==> config.mk <==
export PLATFORM = sky130hd
export DESIGN_NAME = perf_post_unit
export DESIGN_NICKNAME = d
export VERILOG_FILES = /design/src/rtl/ppu_pkg.sv /design/src/rtl/ppu_counters.sv /design/src/rtl/ppu_trigger.sv /design/src/rtl/ppu_poster.sv /design/src/rtl/perf_post_unit.sv
export SDC_FILE = /design/constraint.sdc
export NUM_CORES = 2
export LEC_CHECK = 0
export BUFFER_PORTS_ARGS = -buffer_cell sky130_fd_sc_hd__buf_2
export CORE_MARGIN = 10
export CORE_UTILIZATION = 49
export CTS_CLUSTER_SIZE = 20
export DETAILED_ROUTE_END_ITERATION = 8
export GPL_TIMING_DRIVEN = 0
export PLACE_DENSITY = 0.7
export SYNTH_ARGS = -nofsm -noshare
export SYNTH_HDL_FRONTEND = slang
export SYNTH_SLANG_ARGS = --single-unit
export TNS_END_PERCENT = 1
==> constraint.sdc <==
create_clock -name clk -period 6.4 [get_ports clk]
set_clock_uncertainty 0.05 [all_clocks]
set_input_delay 1.28 -clock clk [delete_from_list [all_inputs] [get_ports clk]]
set_output_delay 1.28 -clock clk [all_outputs]
set_load 0.05 [all_outputs]
==> src/rtl/ppu_pkg.sv <==
package ppu_pkg;
  localparam int WORD_W     = 64;
  localparam int N_CNT      = 4;
  localparam int WORD_BYTES = WORD_W / 8;
  localparam int REC_BYTES  = N_CNT * WORD_BYTES;
  localparam int BEAT_W     = $clog2(N_CNT);

  typedef logic [WORD_W-1:0]             word_t;
  typedef logic [N_CNT-1:0][WORD_W-1:0]  cnt_vec_t;

  // First byte of a record: periodic posts always start at base,
  // sampling records step through the ring one record per slot.
  function automatic word_t rec_start(input word_t base, input logic trace,
                                      input word_t slot);
    return base + (trace ? slot * word_t'(REC_BYTES) : '0);
  endfunction

  function automatic word_t beat_addr(input word_t rec, input logic [BEAT_W-1:0] beat);
    return rec + word_t'(beat) * word_t'(WORD_BYTES);
  endfunction

  // Word layout of one record.
  function automatic word_t rec_word(input logic trace, input cnt_vec_t cnt,
                                     input word_t pc, input logic [BEAT_W-1:0] idx);
    if (!trace) return cnt[idx];
    if (idx == '0) return pc;
    return cnt[idx - 1'b1];
  endfunction
endpackage

==> src/rtl/ppu_counters.sv <==
module ppu_counters import ppu_pkg::*; #(
  parameter int EVT_N = 128,
  parameter int SEL_W = $clog2(EVT_N)
) (
  input  logic             clk,
  input  logic             rst_n,
  input  logic             start_i,
  input  logic             run_i,
  input  logic             trace_i,
  input  logic             cyc_i,
  input  logic             inst_i,
  input  logic [EVT_N-1:0] evt_a_i,
  input  logic [EVT_N-1:0] evt_b_i,
  input  logic [SEL_W-1:0] sel_a_i,
  input  logic [SEL_W-1:0] sel_b_i,
  output cnt_vec_t         cnt_o
);
  localparam int N_PROG = N_CNT - 2;

  logic [N_CNT-1:0]            inc;
  logic [N_PROG-1:0][EVT_N-1:0] evt_lines;
  logic [N_PROG-1:0][SEL_W-1:0] evt_sel;
  cnt_vec_t                    cnt_q;

  assign evt_lines = {evt_b_i, evt_a_i};
  assign evt_sel   = {sel_b_i, sel_a_i};
  assign inc[0]    = cyc_i;
  assign inc[1]    = inst_i;

  // Programmable counters: sampling mode forces them onto cycles.
  for (genvar gi = 0; gi < N_PROG; gi++) begin : g_prog
    assign inc[2+gi] = trace_i ? cyc_i : evt_lines[gi][evt_sel[gi]];
  end

  always_ff @(posedge clk or negedge rst_n) begin
    if (!rst_n) begin
      cnt_q <= '0;
    end else if (start_i) begin
      cnt_q <= '0;
    end else if (run_i) begin
      for (int i = 0; i < N_CNT; i++)
        if (inc[i]) cnt_q[i] <= cnt_q[i] + word_t'(1);
    end
  end

  assign cnt_o = cnt_q;

  // counts are frozen while stopped
  p_cnt_frozen_r10: assert property (@(posedge clk) disable iff (!rst_n)
    (!run_i && !start_i) |=> $stable(cnt_o));
  // start leaves every counter at zero
  p_cnt_cleared_r1: assert property (@(posedge clk) disable iff (!rst_n)
    start_i |=> (cnt_o == '0));
endmodule

==> src/rtl/ppu_trigger.sv <==
module ppu_trigger #(
  parameter int PER_W  = 32,
  parameter int SAMP_W = 32
) (
  input  logic              clk,
  input  logic              rst_n,
  input  logic              start_i,
  input  logic              run_i,
  input  logic              trace_i,
  input  logic              cyc_i,
  input  logic [PER_W-1:0]  period_i,
  input  logic [SAMP_W-1:0] reload_i,
  output logic              fire_o
);
  localparam logic [SAMP_W-1:0] SAMP_TOP = '1;

  logic [PER_W-1:0]  timer_q;
  logic [SAMP_W-1:0] samp_q;
  logic              acc_fire;
  logic              tr_fire;

  assign acc_fire = run_i && !start_i && !trace_i && (timer_q == '0);
  assign tr_fire  = run_i && !start_i && trace_i && cyc_i && (samp_q == SAMP_TOP);
  assign fire_o   = acc_fire || tr_fire;

  always_ff @(posedge clk or negedge rst_n) begin
    if (!rst_n) begin
      timer_q <= '0;
      samp_q  <= '0;
    end else if (start_i) begin
      timer_q <= period_i;
      samp_q  <= reload_i;
    end else if (run_i) begin
      if (!trace_i)
        timer_q <= (timer_q == '0) ? period_i : timer_q - 1'b1;
      if (trace_i && cyc_i)
        samp_q <= (samp_q == SAMP_TOP) ? reload_i : samp_q + 1'b1;
    end
  end

  // an expiry reloads the period
  p_timer_reload_r3: assert property (@(posedge clk) disable iff (!rst_n)
    acc_fire |=> (timer_q == $past(period_i)));
  // an overflow reloads the sampler
  p_samp_reload_r5: assert property (@(posedge clk) disable iff (!rst_n)
    tr_fire |=> (samp_q == $past(reload_i)));
  // stopped unit raises no trigger
  p_no_fire_idle_r10: assert property (@(posedge clk) disable iff (!rst_n)
    !run_i |-> !fire_o);
endmodule

==> src/rtl/ppu_poster.sv <==
module ppu_poster import ppu_pkg::*; #(
  parameter int RING_N = 256,
  parameter int SLOT_W = $clog2(RING_N)
) (
  input  logic     clk,
  input  logic     rst_n,
  input  logic     start_i,
  input  logic     fire_i,
  input  logic     trace_i,
  input  word_t    base_i,
  input  word_t    pc_i,
  input  cnt_vec_t cnt_i,
  input  logic     ack_i,
  output logic     req_o,
  output word_t    addr_o,
  output word_t    data_o,
  output logic     dropped_o
);
  localparam logic [BEAT_W-1:0] LAST_BEAT = BEAT_W'(N_CNT - 1);
  localparam logic [SLOT_W-1:0] LAST_SLOT = SLOT_W'(RING_N - 1);

  cnt_vec_t          snap_q;
  cnt_vec_t          snap_d;
  logic [BEAT_W-1:0] beat_q;
  logic [SLOT_W-1:0] slot_q;
  word_t             rec_q;
  logic              busy_q;
  logic              dropped_q;
  logic              take;
  logic              drop;
  logic              beat_done;
  logic              rec_done;

  assign take      = fire_i && !busy_q;
  assign drop      = fire_i && busy_q;
  assign beat_done = busy_q && ack_i;
  assign rec_done  = beat_done && (beat_q == LAST_BEAT);

  always_comb begin
    for (int i = 0; i < N_CNT; i++)
      snap_d[i] = rec_word(trace_i, cnt_i, pc_i, BEAT_W'(i));
  end

  always_ff @(posedge clk or negedge rst_n) begin
    if (!rst_n) begin
      snap_q <= '0;
      beat_q <= '0;
      rec_q  <= '0;
      busy_q <= 1'b0;
    end else if (take) begin
      snap_q <= snap_d;
      beat_q <= '0;
      rec_q  <= rec_start(base_i, trace_i, WORD_W'(slot_q));
      busy_q <= 1'b1;
    end else if (beat_done) begin
      beat_q <= beat_q + 1'b1;
      if (rec_done) busy_q <= 1'b0;
    end
  end

  always_ff @(posedge clk or negedge rst_n) begin
    if (!rst_n) begin
      slot_q    <= '0;
      dropped_q <= 1'b0;
    end else if (start_i) begin
      slot_q    <= '0;
      dropped_q <= 1'b0;
    end else begin
      if (drop) dropped_q <= 1'b1;
      if (rec_done && trace_i)
        slot_q <= (slot_q == LAST_SLOT) ? '0 : slot_q + 1'b1;
    end
  end

  assign req_o     = busy_q;
  assign addr_o    = beat_addr(rec_q, beat_q);
  assign data_o    = snap_q[beat_q];
  assign dropped_o = dropped_q;

  // beat held until acknowledged
  p_beat_hold_r9: assert property (@(posedge clk) disable iff (!rst_n)
    (req_o && !ack_i) |=> (req_o && $stable(addr_o) && $stable(data_o)));
  // lost-trigger flag is sticky until start
  p_drop_sticky_r8: assert property (@(posedge clk) disable iff (!rst_n)
    (dropped_o && !start_i) |=> dropped_o);
  // ring wraps to slot 0
  p_slot_wrap_r7: assert property (@(posedge clk) disable iff (!rst_n)
    (rec_done && trace_i && !start_i && slot_q == LAST_SLOT) |=> (slot_q == '0));
  // next beat steps one word
  p_addr_step_r4: assert property (@(posedge clk) disable iff (!rst_n)
    (beat_done && !rec_done && !take) |=> (addr_o == $past(addr_o) + word_t'(WORD_BYTES)));
endmodule

==> src/rtl/perf_post_unit.sv <==
module perf_post_unit import ppu_pkg::*; #(
  parameter int EVT_N  = 128,
  parameter int SEL_W  = $clog2(EVT_N),
  parameter int PER_W  = 32,
  parameter int SAMP_W = 32,
  parameter int RING_N = 256
) (
  input  logic              clk,
  input  logic              rst_n,
  input  logic              start_i,
  input  logic              stop_i,
  input  logic              cyc_pulse_i,
  input  logic              inst_pulse_i,
  input  logic [EVT_N-1:0]  evt_a_i,
  input  logic [EVT_N-1:0]  evt_b_i,
  input  logic [SEL_W-1:0]  sel_a_i,
  input  logic [SEL_W-1:0]  sel_b_i,
  input  logic [63:0]       pc_i,
  input  logic [63:0]       base_addr_i,
  input  logic              trace_mode_i,
  input  logic [PER_W-1:0]  period_i,
  input  logic [SAMP_W-1:0] reload_i,
  output logic              mem_req_o,
  output logic [63:0]       mem_addr_o,
  output logic [63:0]       mem_data_o,
  input  logic              mem_ack_i,
  output logic              dropped_o
);
  logic     run_q;
  logic     trace_q;
  logic     fire;
  cnt_vec_t cnt;

  always_ff @(posedge clk or negedge rst_n) begin
    if (!rst_n) begin
      run_q   <= 1'b0;
      trace_q <= 1'b0;
    end else if (start_i) begin
      run_q   <= 1'b1;
      trace_q <= trace_mode_i;
    end else if (stop_i) begin
      run_q   <= 1'b0;
    end
  end

  ppu_counters #(.EVT_N(EVT_N), .SEL_W(SEL_W)) u_cnt (
    .clk(clk), .rst_n(rst_n), .start_i(start_i), .run_i(run_q), .trace_i(trace_q),
    .cyc_i(cyc_pulse_i), .inst_i(inst_pulse_i), .evt_a_i(evt_a_i), .evt_b_i(evt_b_i),
    .sel_a_i(sel_a_i), .sel_b_i(sel_b_i), .cnt_o(cnt)
  );

  ppu_trigger #(.PER_W(PER_W), .SAMP_W(SAMP_W)) u_trig (
    .clk(clk), .rst_n(rst_n), .start_i(start_i), .run_i(run_q), .trace_i(trace_q),
    .cyc_i(cyc_pulse_i), .period_i(period_i), .reload_i(reload_i), .fire_o(fire)
  );

  ppu_poster #(.RING_N(RING_N)) u_post (
    .clk(clk), .rst_n(rst_n), .start_i(start_i), .fire_i(fire), .trace_i(trace_q),
    .base_i(base_addr_i), .pc_i(pc_i), .cnt_i(cnt), .ack_i(mem_ack_i),
    .req_o(mem_req_o), .addr_o(mem_addr_o), .data_o(mem_data_o), .dropped_o(dropped_o)
  );

  // a stopped, idle unit starts no write
  p_idle_quiet_r10: assert property (@(posedge clk) disable iff (!rst_n)
    (!run_q && !mem_req_o) |=> !mem_req_o);
endmodule

Word-level counts from Yosys, hierarchy flattened
Index checks and enable logic that the tools add are counted.
- $add $sub $neg: 10
- order comparisons: 3
- equality and inequality tests: 4
- multiplexer cells: 41
- reductions and logical operators: 35
- operators with widths (cell ; number):
    $mux W64 ; 10
    $mux W256 ; 2
    $add A64 B1 Y64 const B ; 4
    $mux W32 ; 8
    $bmux W64 S2 ; 1
    $add A64 B5 Y64 ; 1
    $add A64 B64 Y64 ; 1
    $add A32 B1 Y32 const B ; 1
    $eq A32 B32 Y1 const B ; 1
    $logic_not A32 Y1 ; 1
    $sub A32 B1 Y32 const B ; 1
    $mux W8 ; 3
    $reduce_bool A2 Y1 ; 11
    $lt A7 B8 Y1 const B ; 2
    $bmux W1 S7 ; 2
    $reduce_and A2 Y1 ; 7
    $mux W13 ; 1
    $logic_and A1 B1 Y1 ; 12
    $mux W1 ; 12
    $add A8 B1 Y8 const B ; 1
    $eq A8 B8 Y1 const B ; 1
    $mux W2 ; 2
    $logic_not A1 Y1 ; 3
    $lt A2 B3 Y1 const B ; 1
    other kinds (4) ; 4
- register bits after elaboration: 654
- input port bits: 470

Logic depth before layout (Yosys ltp)
- depth in word-level cells: 9
- mapped depth: 14

Hierarchy
A second synthesis with hierarchy kept.
- cells, all modules: 3967
- area, all modules: 38603.3 µm²
- by module, submodules not included (module ; instances ; cells an instance ; area an instance (µm²) ; seq. area each (µm²)):
    ppu_poster ; 1 ; 1857 ; 18607.8 ; 8308.0
    ppu_counters ; 1 ; 1600 ; 15707.6 ; 6406.1
    ppu_trigger ; 1 ; 505 ; 4210.3 ; 1601.5
    perf_post_unit ; 1 ; 5 ; 77.6 ; 50.0

Worst setup path before layout
OpenSTA, ideal clock, no wires.
- kind: register to output
- start point: register u_post.beat_q[1]
- end point: output mem_addr_o[56]
- data arrival time: 3.183 ns
- data required time: 5.070 ns
- setup slack: 1.887 ns
- stages on the path, launching flop included: 9
- path buffers: 0
- cell sequence: dfrtp_1 > ha_1 > a21oi_1 > nor4_1 > nand4_1 > nor3b_2 > nand3_1 > nor3_1 > xor2_1
- longest elaborated chain between the ends: 1
- RTL lines (item ; line ; RTL):
    from (decl) ; ppu_poster.sv:24 ; logic [BEAT_W-1:0] beat_q;
    from (signal assigned) ; ppu_poster.sv:56 ; beat_q <= beat_q + 1'b1;
    $add A64 B5 Y64 ; ppu_pkg.sv:19 ; return rec + word_t'(beat) * word_t'(WORD_BYTES);
    to (decl) ; perf_post_unit.sv:24 ; output logic [63:0] mem_addr_o,
No other way between the ends.

Worst setup path after layout
- start point: register u_post.beat_q[0]
- end point: output mem_addr_o[62]
The elaborated chain is that of the path after synthesis.

==> reports/metrics.cfg <==
[sta]
final.setup.tns_ns=0
setup_ws_ns=0.3972
setup_viol=0
rsz0062_at_grt=false
period_share_pct=93.79
tightestPinTransition_ns=1.600
period_needed_ns=6.003
maxSlewViolCount=11
max_slew_margin_pct=-6.688
max_freq_mhz=166.6
timing.final.hold_violations=0

[pwr]
combPwrFrac_pct=11.5
power_density_nw_per_um2=217.6
p_sw_mw=2.646
clkPwrFrac_pct=45.8
ir_drop_mv=0.1773
swShare_pct=26.26
intPower_mw=7.428
p_leak_nw=20.00
pwr-share-seq_pct=42.8

[setup_path]
path_class=reg -> out
crit_path_start_kind=flip-flop
crit_fanout=9
arrival_ns=4.67
end_kind=output pin
r2r_cells=14
critPathRequiredTime_ns=5.07

[die]
coreArea_um2=79130
die_x_um=302.7
die_h_um=302.7
die_area_um2=91600
num_rows=103
ioPinCount=600
start_util_pct=49.47

[yosys]
ys_warn_count=0
postSynthAreaPerCell_um2=9.298
synth_edf_count=0
postSynthCellCount=4210
syn_area_um2=39150
seq_area_frac_synth_pct=41.81
syn_nets=4701
ys_async_sr_fraction_pct=100.0
synth_seq_cells=654
synth_cell_type_count=84
synth_ff_type=dfrtp_1

[outcome]
violations=max-capacitance violations, max-slew violations
status=complete, but fails checks

[global_routing]
grt_max_degree=118
antenna_found_initial=29
grt_pass1_wl_um=229100
overflow=0
track_usage_pct=32.65
grt_pass1_vias=36827

[placement]
dp_hpwl_um=117200
port_buffers=592
placed_area_um2=43610
preCtsSetupSlack_ns=0.6743
place.gp.congestion=1.016

[finish]
layout_common_cells=658 x buf_2, 654 x dfrtp_1, 597 x nand2_1
area_growth_pct=18.24
layout_commonest_cell=buf_2
drive_gt1_share_pct=19.49
nets=5378
fin_area_um2=46290

[routing]
routed_wl_um=153600
drt_first_pass_iters=9
wl_per_cell_um=25.54
drc=0
viasPerCell=6.229
vias=37464
drtIter0Drc=3976
antenna_left=0

[clock_network]
tritoncts=done
post_cts_buffers=0
ctsHoldBuffers=0
htreeDepth=3
cts_sinks=654
root_buffer=clkbuf_16
clkTransAtPathRegs_ns=0.06
clock_tree.buffer_depth=3
cts_resized=0
clock_latency_ns=0.63
cts_buffers=75

[min_path]
hold_path.class=in -> async

[flow_run]
maxCapViolCount=1

-- kinds of logic (layout without fill, tap and decap cells) --
kind of cell | after synthesis | after routing | synth area share [%]
fa+ha+maj | 21 | 21 | 0.7096
flops | 654 | 654 | 41.81
xor+xnor | 203 | 203 | 4.542
compound gates | 901 | 901 | 13.70
other cells | 0 | 19 | 0
simple gates | 1635 | 1635 | 20.43
buf+inv | 371 | 1106 | 4.098
mux | 425 | 425 | 14.72
-- registers in the layout, summed over array words and instances, names as in the netlist --
register	cells
u_trig.timer_q	32
u_post.rec_q	64
run_q	1
u_post.req_o	1
u_post.dropped_o	1
u_cnt.cnt_o	256
u_post.beat_q	2
u_trig.samp_q	32
u_post.slot_q	8
u_post.snap_q	256
trace_q	1
-- per-stage QoR --
stage / util, % / cells / hold WS [ns] / total power [mW]
after floorplan: - / 4210 / 0.3930 / 4.951
after global placement: 54.88 / 5852 / 0.4060 / 5.493
after detailed placement: 55.12 / 5859 / 0.4158 / 5.514
after CTS: 58.42 / 5994 / 0.3857 / 10.08
after global routing: 58.48 / 6010 / 0.4042 / 10.36
final: 58.50 / 6014 / 0.4015 / 10.07
-- power by group through the flow --
| stage | Clock [mW] | Sequential [mW] | Combinational [mW] |
|---|---|---|---|
| after floorplan | 0 | 4.35 | 0.599 |
| after global placement | 0 | 4.38 | 1.11 |
| after detailed placement | 0 | 4.38 | 1.14 |
| after CTS | 4.63 | 4.30 | 1.14 |
| after global routing | 4.81 | 4.32 | 1.24 |
| final | 4.61 | 4.31 | 1.16 |
-- worst paths after layout --
| path | slack [ns] | to | from |
|---|---|---|---|
| worst max-delay path | 0.40 | mem_addr_o[62] | u_post.beat_q[0]$_DFFE_PN0P_ |
| worst min-delay path | 0.40 | u_post.rec_q[39]$_DFFE_PN0P_ | rst_n |
| worst max register to register | 0.64 | u_post.rec_q[38]$_DFFE_PN0P_ | trace_q$_DFFE_PN0P_ |
| worst min register to register | 0.42 | u_post.snap_q[77]$_DFFE_PN0P_ | u_post.snap_q[77]$_DFFE_PN0P_ |
| max in group asynchronous | 3.64 | u_post.snap_q[108]$_DFFE_PN0P_ | rst_n |
| min in group clk | 0.42 | u_post.snap_q[77]$_DFFE_PN0P_ | u_post.snap_q[77]$_DFFE_PN0P_ |
-- cells in the mapped netlist, drive strengths merged, types with 6 or more instances --
cell,n,area (µm²)
nand2b,26,162.7
or3,60,375.4
a22oi,13,97.59
o21a,9,67.56
a211o,6,52.55
dfrtp,654,16370
xor2,87,762.0
o221ai,6,52.55
a21oi,154,770.7
mux2i,294,2943
nand3,218,1091
mux2,13,146.4
nor3,92,460.4
o22ai,12,75.07
and4,36,315.3
buf,117,649.4
mux4,118,2673
inv,68,255.2
ha,19,237.7
and3,62,387.9
nand2,597,2241
or4,34,259.0
o22a,8,70.07
o31ai,96,720.7
o41ai,15,176.4
or2,11,68.82
nand4,95,594.3
nor4,75,518.0
clkbuf,186,699.4
o32ai,6,52.55
a21o,9,67.56
nor3b,7,57.55
a31oi,33,206.5
nor2,239,897.1
o211ai,25,187.7
xnor2,116,1016
nand3b,6,45.04
o21ai,457,2287
and2,41,256.5
nor2b,22,137.6
-- area by class of cell --
| class | count | area, µm² |
|---|---|---|
| clock buffer | 112 | 2240 |
| antenna | 19 | 47.55 |
| sequential | 654 | 16370 |
| buffer | 303 | 1349 |
| timing repair buffer | 600 | 3151 |
| fill | 7082 | 32840 |
| clock inverter | 23 | 377.9 |
| multi-input combinational | 3185 | 21190 |
| tap | 1050 | 1314 |
| inverter | 68 | 255.2 |
-- per-layer routing --
metal | vias to the layer above | routed length [µm] | GRT usage (%)
met5 | - | 31 | 0
met4 | 4 | 10730 | 21.48
met3 | 404 | 12300 | 6.136
met2 | 1903 | 73310 | 53.09
met1 | 18396 | 57200 | 39.42
li1 | 16757 | - | -
-- worst max-delay path, cell delays in order (launching register included) --
cell,delay [ns]
dfrtp_1,0.63
ha_1,0.38
a21oi_1,0.15
nor4_1,0.52
nand4_1,0.37
nor3b_4,0.56
nand3_1,0.39
nor3_1,0.29
xor2_1,0.40
buf_2,0.35
No activity file was read; power rests on OpenSTA's default activity.
